[src/rtl/irqa_pkg.sv]
// Shared constants for the interrupt aggregator: source positions and
// register addresses. Assumes a 32-bit register word.
package irqa_pkg;
    localparam int NUM_SRC = 10;
    localparam int DATA_W  = 32;
    localparam int OVF_BIT = 31;
    localparam int ADDR_W  = 2;

    localparam logic [ADDR_W-1:0] ADDR_PEND = 2'd0;
    localparam logic [ADDR_W-1:0] ADDR_MASK = 2'd1;

    // Bit position of each request line in the pending word.
    typedef enum int {
        SRC_ADC_CFG_DONE   = 0,
        SRC_CLKCHIP_DONE   = 1,
        SRC_IDROM_DONE     = 2,
        SRC_SHOT_TAKEN     = 3,
        SRC_ADC_TRIGGER    = 4,
        SRC_INPUT_OVERLOAD = 5,
        SRC_MEZZ_HOT       = 6,
        SRC_CARRIER_HOT    = 7,
        SRC_DMA_ERROR      = 8,
        SRC_DMA_DONE       = 9
    } src_idx_e;
endpackage

[src/rtl/irqa_edge_detect.sv]
// Rising-edge detector, one per request line.
// Assumes the lines are already synchronous to clk. The previous sample
// resets to 0, so a line that is high right after reset reports an edge.
module irqa_edge_detect #(
    parameter int N = irqa_pkg::NUM_SRC
) (
    input  logic         clk,
    input  logic         rst_n,
    input  logic [N-1:0] lvl_i,
    output logic [N-1:0] edge_o
);
    logic [N-1:0] prev_q;

    for (genvar i = 0; i < N; i++) begin : g_bit
        // Hold the last sample of line i.
        always_ff @(posedge clk) begin
            if (!rst_n) prev_q[i] <= 1'b0;
            else        prev_q[i] <= lvl_i[i];
        end
        // A line is high now and was low at the previous sample.
        assign edge_o[i] = lvl_i[i] & ~prev_q[i];
    end
endmodule

[src/rtl/irqa_src_reg.sv]
// Pending-source register with clear-on-read and a sticky repeat flag.
// Assumes clr_i is high for the cycle in which the pending word is read.
// An edge in that same cycle is applied after the clear, so it is kept.
module irqa_src_reg #(
    parameter int N = irqa_pkg::NUM_SRC
) (
    input  logic         clk,
    input  logic         rst_n,
    input  logic [N-1:0] edge_i,
    input  logic         clr_i,
    output logic [N-1:0] pend_o,
    output logic         ovf_o
);
    logic [N-1:0] pend_q;
    logic         ovf_q;
    logic [N-1:0] kept;
    logic         repeat_hit;

    // What survives the read, and whether a set bit fires again.
    always_comb begin
        kept       = clr_i ? '0 : pend_q;
        repeat_hit = |(edge_i & kept);
    end

    // Latch new edges on top of the surviving bits.
    always_ff @(posedge clk) begin
        if (!rst_n) pend_q <= '0;
        else        pend_q <= kept | edge_i;
    end

    // Sticky repeat flag, cleared only by a read.
    always_ff @(posedge clk) begin
        if (!rst_n)       ovf_q <= 1'b0;
        else if (clr_i)   ovf_q <= 1'b0;
        else if (repeat_hit) ovf_q <= 1'b1;
    end

    assign pend_o = pend_q;
    assign ovf_o  = ovf_q;


    clear_on_read_chk: assert property (@(posedge clk) disable iff (!rst_n)
        clr_i |=> ((pend_q & ~$past(edge_i)) == '0) && !ovf_q);


    edge_kept_chk: assert property (@(posedge clk) disable iff (!rst_n)
        (|edge_i) |=> ((pend_q & $past(edge_i)) == $past(edge_i)));


    repeat_flag_chk: assert property (@(posedge clk) disable iff (!rst_n)
        $rose(ovf_q) |-> $past(!clr_i && (|(edge_i & pend_q))));
endmodule

[src/rtl/irqa_mask_reg.sv]
// Enable mask register, loaded by whole-word writes.
// Assumes wr_i is already qualified by the mask address.
module irqa_mask_reg #(
    parameter int N = irqa_pkg::NUM_SRC
) (
    input  logic         clk,
    input  logic         rst_n,
    input  logic         wr_i,
    input  logic [N-1:0] wdata_i,
    output logic [N-1:0] mask_o
);
    logic [N-1:0] mask_q;

    // Load the mask on a write and clear it on reset.
    always_ff @(posedge clk) begin
        if (!rst_n)    mask_q <= '0;
        else if (wr_i) mask_q <= wdata_i;
    end

    assign mask_o = mask_q;


    mask_reset_chk: assert property (@(posedge clk)
        !rst_n |=> (mask_q == '0));
endmodule

[src/rtl/irq_aggregator.sv]
// Interrupt aggregator top. It detects edges, latches pending sources,
// gates them with the enable mask into one pulse, and serves a
// two-register read/write port whose read data is registered.
// Assumes one access per strobe and full-word accesses only.
module irq_aggregator #(
    parameter int NUM_SRC = irqa_pkg::NUM_SRC,
    parameter int DATA_W  = irqa_pkg::DATA_W,
    parameter int OVF_BIT = irqa_pkg::OVF_BIT,
    parameter int ADDR_W  = irqa_pkg::ADDR_W
) (
    input  logic               clk,
    input  logic               rst_n,
    input  logic [NUM_SRC-1:0] irq_in,
    input  logic               reg_rd,
    input  logic               reg_wr,
    input  logic [ADDR_W-1:0]  reg_addr,
    input  logic [DATA_W-1:0]  reg_wdata,
    output logic [DATA_W-1:0]  reg_rdata,
    output logic               irq_pulse
);
    import irqa_pkg::*;

    logic [NUM_SRC-1:0] edges;
    logic [NUM_SRC-1:0] pend;
    logic [NUM_SRC-1:0] mask;
    logic               ovf;
    logic               rd_pend;
    logic               wr_mask;
    logic [DATA_W-1:0]  rd_word;
    logic [DATA_W-1:0]  rdata_q;
    logic               pulse_q;
    logic               unused_wdata_hi;

    assign unused_wdata_hi = ^reg_wdata[DATA_W-1:NUM_SRC];

    // Decode the strobes by address.
    always_comb begin
        rd_pend = reg_rd && (reg_addr == ADDR_W'(ADDR_PEND));
        wr_mask = reg_wr && (reg_addr == ADDR_W'(ADDR_MASK));
    end

    irqa_edge_detect #(.N(NUM_SRC)) u_edge (
        .clk    (clk),
        .rst_n  (rst_n),
        .lvl_i  (irq_in),
        .edge_o (edges)
    );

    irqa_src_reg #(.N(NUM_SRC)) u_src (
        .clk    (clk),
        .rst_n  (rst_n),
        .edge_i (edges),
        .clr_i  (rd_pend),
        .pend_o (pend),
        .ovf_o  (ovf)
    );

    irqa_mask_reg #(.N(NUM_SRC)) u_mask (
        .clk     (clk),
        .rst_n   (rst_n),
        .wr_i    (wr_mask),
        .wdata_i (reg_wdata[NUM_SRC-1:0]),
        .mask_o  (mask)
    );

    // Select the word to return; unmapped bits and addresses give 0.
    always_comb begin
        rd_word = '0;
        if (reg_rd) begin
            if (reg_addr == ADDR_W'(ADDR_PEND)) begin
                rd_word[NUM_SRC-1:0] = pend;
                rd_word[OVF_BIT]     = ovf;
            end else if (reg_addr == ADDR_W'(ADDR_MASK)) begin
                rd_word[NUM_SRC-1:0] = mask;
            end
        end
    end

    // Register the read data for one cycle.
    always_ff @(posedge clk) begin
        if (!rst_n) rdata_q <= '0;
        else        rdata_q <= rd_word;
    end

    // Any enabled new edge gives one pulse in the next cycle.
    always_ff @(posedge clk) begin
        if (!rst_n) pulse_q <= 1'b0;
        else        pulse_q <= |(edges & mask);
    end

    assign reg_rdata = rdata_q;
    assign irq_pulse = pulse_q;


    pulse_has_source_chk: assert property (@(posedge clk) disable iff (!rst_n)
        pulse_q |-> |(pend & $past(mask)));


    unused_bits_zero_chk: assert property (@(posedge clk) disable iff (!rst_n)
        rdata_q[OVF_BIT-1:NUM_SRC] == '0);
endmodule

[config.mk]
export PLATFORM = sky130hd
export DESIGN_NAME = irq_aggregator
export DESIGN_NICKNAME = d
export VERILOG_FILES = /design/src/rtl/irqa_pkg.sv /design/src/rtl/irqa_edge_detect.sv /design/src/rtl/irqa_src_reg.sv /design/src/rtl/irqa_mask_reg.sv /design/src/rtl/irq_aggregator.sv
export SDC_FILE = /design/constraint.sdc
export NUM_CORES = 1
export LEC_CHECK = 0
export ABC_AREA = 1
export BUFFER_PORTS_ARGS = -buffer_cell sky130_fd_sc_hd__buf_2
export CORE_ASPECT_RATIO = 1.4
export CORE_MARGIN = 2
export CORE_UTILIZATION = 52
export CTS_BUF_LIST = sky130_fd_sc_hd__clkbuf_8
export CTS_CLUSTER_DIAMETER = 30
export DETAILED_ROUTE_END_ITERATION = 16
export PLACE_DENSITY = 0.94
export SKIP_CTS_REPAIR_TIMING = 1
export SLEW_MARGIN = 20
export SYNTH_ARGS = -nofsm -noshare
export SYNTH_HDL_FRONTEND = slang
export SYNTH_SLANG_ARGS = --single-unit
[constraint.sdc]
create_clock -name clk -period 1.6 [get_ports clk]
set_clock_uncertainty 0.1 [all_clocks]
set_input_delay 0.32 -clock clk [delete_from_list [all_inputs] [get_ports clk]]
set_output_delay 0.32 -clock clk [all_outputs]
set_load 0.03 [all_outputs]
Yosys cells after proc, flatten, opt, wreduce, memory -nomap -nowiden
Index checks and enable logic that the tools add are counted.

storage, ports and cells
  word-level logic and storage cells = 53
  bits in registers = 64
  input port bits = 48
  output and inout port bits = 33

operators by class
  mux-type cells = 3
  reductions and logical operators = 8
  equal/unequal tests = 1
  bitwise logic cells = 24

operator list
  kind                  count
  $mux W10              3
  $and A10 B10 Y10      2
  $reduce_or A10 Y1     2
  $not A1 Y1            11
  $and A1 B1 Y1         10
  $or A10 B10 Y10       1
  $reduce_and A3 Y1     1
  $eq A2 B1 Y1 const B  1
  $logic_and A1 B1 Y1   2
  $logic_not A2 Y1      1
  $reduce_and A2 Y1     1
  $reduce_or A2 Y1      1

Depth between registers and ports, before layout
  depth after elaboration = 5
  mapped depth = 9
  mapped depth without buffers = 9

By module
Synthesis repeated with hierarchy kept, for this count alone.

second synthesis, totals
  cells, all modules = 271
  area, all modules = 1903.1 um^2

modules (own cells, without submodules)
  module            times used  area an instance (um^2)  cells an instance  seq. area each (um^2)
  irq_aggregator    1           691.9                    98                 240.2
  irqa_src_reg      1           437.9                    59                 220.2
  irqa_mask_reg     1           411.6                    63                 200.2
  irqa_edge_detect  1           361.6                    51                 200.2

Worst setup path before layout
OpenSTA, ideal clock, no wires.

  path kind = input -> register
  start = input reg_addr[0]
  end = register u_src.ovf_q, in the netlist u_src.ovf_o
  cell stages on the path = 9
  library setup time = 0.109 ns
  data arrival time = 0.970 ns
  slack = 0.421 ns
  data required time = 1.391 ns
  cells stage by stage = nor2_4 nand2_4 buf_6 nand3_2 nand2_1 nor2_1 nand3_1 nand2_1 inv_1

between the ends
  cells in the longest elaborated chain, start to end = 5

ends and longest elaborated chain
  element                line                  source
  from (decl)            irq_aggregator.sv:16  input logic [ADDR_W-1:0] reg_addr,
  $logic_not A2 Y1 *     irq_aggregator.sv:38  rd_pend = reg_rd && (reg_addr == ADDR_W'(ADDR_PEND));
  $logic_and A1 B1 Y1 *  irq_aggregator.sv:38
  $mux W10               irqa_src_reg.sv:21    kept = clr_i ? '0 : pend_q;
  $and A10 B10 Y10       irqa_src_reg.sv:22    repeat_hit = |(edge_i & kept);
  $reduce_or A10 Y1      irqa_src_reg.sv:22
  to (signal assigned)   irqa_src_reg.sv:33    if (!rst_n) ovf_q <= 1'b0;
  to (signal assigned)   irqa_src_reg.sv:34    else if (clr_i) ovf_q <= 1'b0;
  to (signal assigned)   irqa_src_reg.sv:35    else if (repeat_hit) ovf_q <= 1'b1;
  to (decl)              irqa_src_reg.sv:15    logic ovf_q;

Every way passes the cells marked *; elsewhere a longest branch is shown, timed or not.
A chain may end at the register's enable or synchronous reset.

Worst setup path after layout
  start = register pulse_q, in the netlist irq_pulse
  end = output irq_pulse

RTL lines
  element                 line                  source
  from (decl)             irq_aggregator.sv:31  logic pulse_q;
  from (signal assigned)  irq_aggregator.sv:88  else pulse_q <= |(edges & mask);
  to (decl)               irq_aggregator.sv:19  output logic irq_pulse

No word-level cell between the ends.

==> impl_results.md <==
- Status: finished, final reports clean
- Syn Area/Cell: 7.46 sq um
- P per Cell Area: 1110 nW/um^2
- Register bit total from synthesis: between 40 and 50
- Final Slew Violations: 0
- Clock power share: 0.377
- Commonest non-fill, non-tap cell in the layout: nand2_1
- H-tree depth: 2
- Kind of critical path: reg -> out
- Gpl congestion: 0.901
- Most frequent cells in the layout: 60 x nand2_1, 43 x dfxtp_1, 37 x buf_2
- Total number of vias: 1586
- Dpl ws: approximately 180 ps
- Die Wd: 54.1 um
- P_int: 1.71 mW
- Share of cells above drive strength 1: 0.204
- Number of distinct library cells after synthesis: 22
- Fin Setup TNS: 0 ps
- First-pass GRT wire length: 6150 um
- Total CTS buffers: 5
- Critical Path AT: 810 ps
- Worst setup EP type: output port
- Pwr Total: 2.32 mW
- Register Area: roughly 860 sq um
- Clk sinks: 43
- CP max stage delay: 320 ps
- Worst setup SP type: flip-flop
- Tmin final: 1230 ps
- Number of buffers and inverters on the critical path: 1
- Vias in the first global route: 1472
- Post-Layout Cell Count: about 330
- RSZ-0062 raised after global routing: false
- Comb pwr share: 0.126
- Cells after Synth: 245
- Synthesized area: 1830 sq um
- Detailed placement HPWL: 2700 um
- Final Hold Fails: 0
- Routed Antenna Nets: 0
- Maximum vdd drop: 697 uV
- Final setup margin: 375 ps
- Seq pwr share: 0.497
- Bufs on Longest Clock Path: 2
- Synthesis-to-layout area growth: 14.0%
- Top_reg_cell synth: dfxtp_1
- Post-route DRC: 0
- Initial Util: 0.541
- Core Area: 3380 sq um
- WL/cell: approximately 12 um
- DIE HEIGHT: 74.1 um
- Routed WL: 3790 um
- Layout Nets: 332
- # fillers: 302
- Switch share: 0.261
- Setup violators final: 0
- I/O Pins: 81
- Placed Cells: 317
- Gr usage total: 0.215
- Hold WC Path Type: in -> reg
- CTS tree: built
- CP max FO: 1
- Vias per Instance: 4.88
- Critical path's top delay family: flip-flops
- Critical path's slowest cell: dfxtp_1
- Async SR Flop Fraction: 0
- Hold WS: 101 ps
- Critical-path cell list: buf_2
- Clk slew on worst S/H paths: 80 ps
- Largest net degree at the start of global routing: 20
- Inserted Diodes: 0
- Lkg Pwr: roughly 1.1 nW
- Ys Warns: 0
- Port bufs: 37
- Total die area: 4010 sq um
- First DRT Iteration DRCs: 50
- Switching power: approximately 600 uW
- CP required: 1180 ps
- Root Driver: clkbuf_8
- Max Cap Viol: 0
- Sequential fraction of the synthesis area: 0.471
- GRT overflow: 0
- Pre-Repair DR Iteration Count: 4
- Fmax achieved: 816 MHz
- Final worst-path cycle share: 0.766
- Row count: 25
- Post-synth EDFFs: 0
- Initial antenna violation count: 0
- Clk_lat worst skew: 300 ps
- Area of the multi-input gates: a little over 700 sq um
[flip-flops by register name (all words and copies together) (netlist names)]
signal	cells
u_src.pend_o	10
u_edge.prev_q	10
u_src.ovf_o	1
u_mask.mask_o	10
irq_pulse	1
reg_rdata	11
[metrics by stage]
stage                      util  area [sq um]
after floorplan               -          1900
after global placement    0.581          1960
after detailed placement  0.581          1960
after CTS                 0.616          2080
after global routing      0.616          2080
final                     0.616          2080
[synthesized netlist by cell type, types with 2 or more instances]
library cell	number	area, sq um
nand3_1	19	95.1
buf_4	23	173
o21ai_1	2	10.0
nor2_4	2	22.5
nor2_1	21	78.8
inv_1	28	105
a21oi_1	29	145
clkbuf_1	4	15.0
a21oi_2	2	17.5
inv_2	2	7.51
nand2_1	60	225
dfxtp_1	43	861
[final cells by class]
| cell class | instances | share of cell area |
|---|---|---|
| clock buffers | 6 | 0.0397 |
| clock inverters | 2 | 0.0168 |
| inverters | 30 | 0.0541 |
| multi-input cells | 163 | 0.349 |
| flip-flops and latches | 43 | 0.413 |
| well taps | 40 | 0.0240 |
| repair buffers | 41 | 0.103 |
[worst paths after layout]
path | startpoint | to | slack [ps] | cells past startpoint
worst max register to register | u_edge.prev_q[0] | u_src.ovf_o | 430 | 9
worst max-delay path | irq_pulse | irq_pulse | 370 | 1
worst min register to register | u_src.ovf_o | reg_rdata[31] | 360 | 2
worst min-delay path | irq_in[4] | u_edge.prev_q[4] | 100 | 3
[kinds of logic (layout without fill, tap and decap cells)]
group | Yosys count | in the layout | share of synthesized area
AOI/OAI and AO/OA | 33 | 33 | 0.0945
and+or+nand+nor | 109 | 109 | 0.260
buffers and inverters | 59 | 79 | 0.173
other | 1 | 21 | 0.00205
DFF | 43 | 43 | 0.471
[power by group through the flow]
stage | sequential [mW] | combinational, mW | clock [mW]
after floorplan | 1.18 | 0.238 | 0
after global placement | 1.17 | 0.279 | 0
after detailed placement | 1.17 | 0.286 | 0
after CTS | 1.15 | 0.289 | 0.880
after global routing | 1.16 | 0.326 | 0.907
final | 1.15 | 0.291 | 0.874
[routing by layer]
| metal | GRT usage | up-vias | share of wire |
|---|---|---|---|
| li1 | - | 794 | - |
| met1 | 0.218 | 693 | 0.37 |
| met5 | 0 | - | 0 |
| met4 | 0.164 | 0 | 0.053 |
| met2 | 0.367 | 78 | 0.51 |
| met3 | 0.0542 | 21 | 0.065 |
No activity file was read; power rests on OpenSTA's default activity.
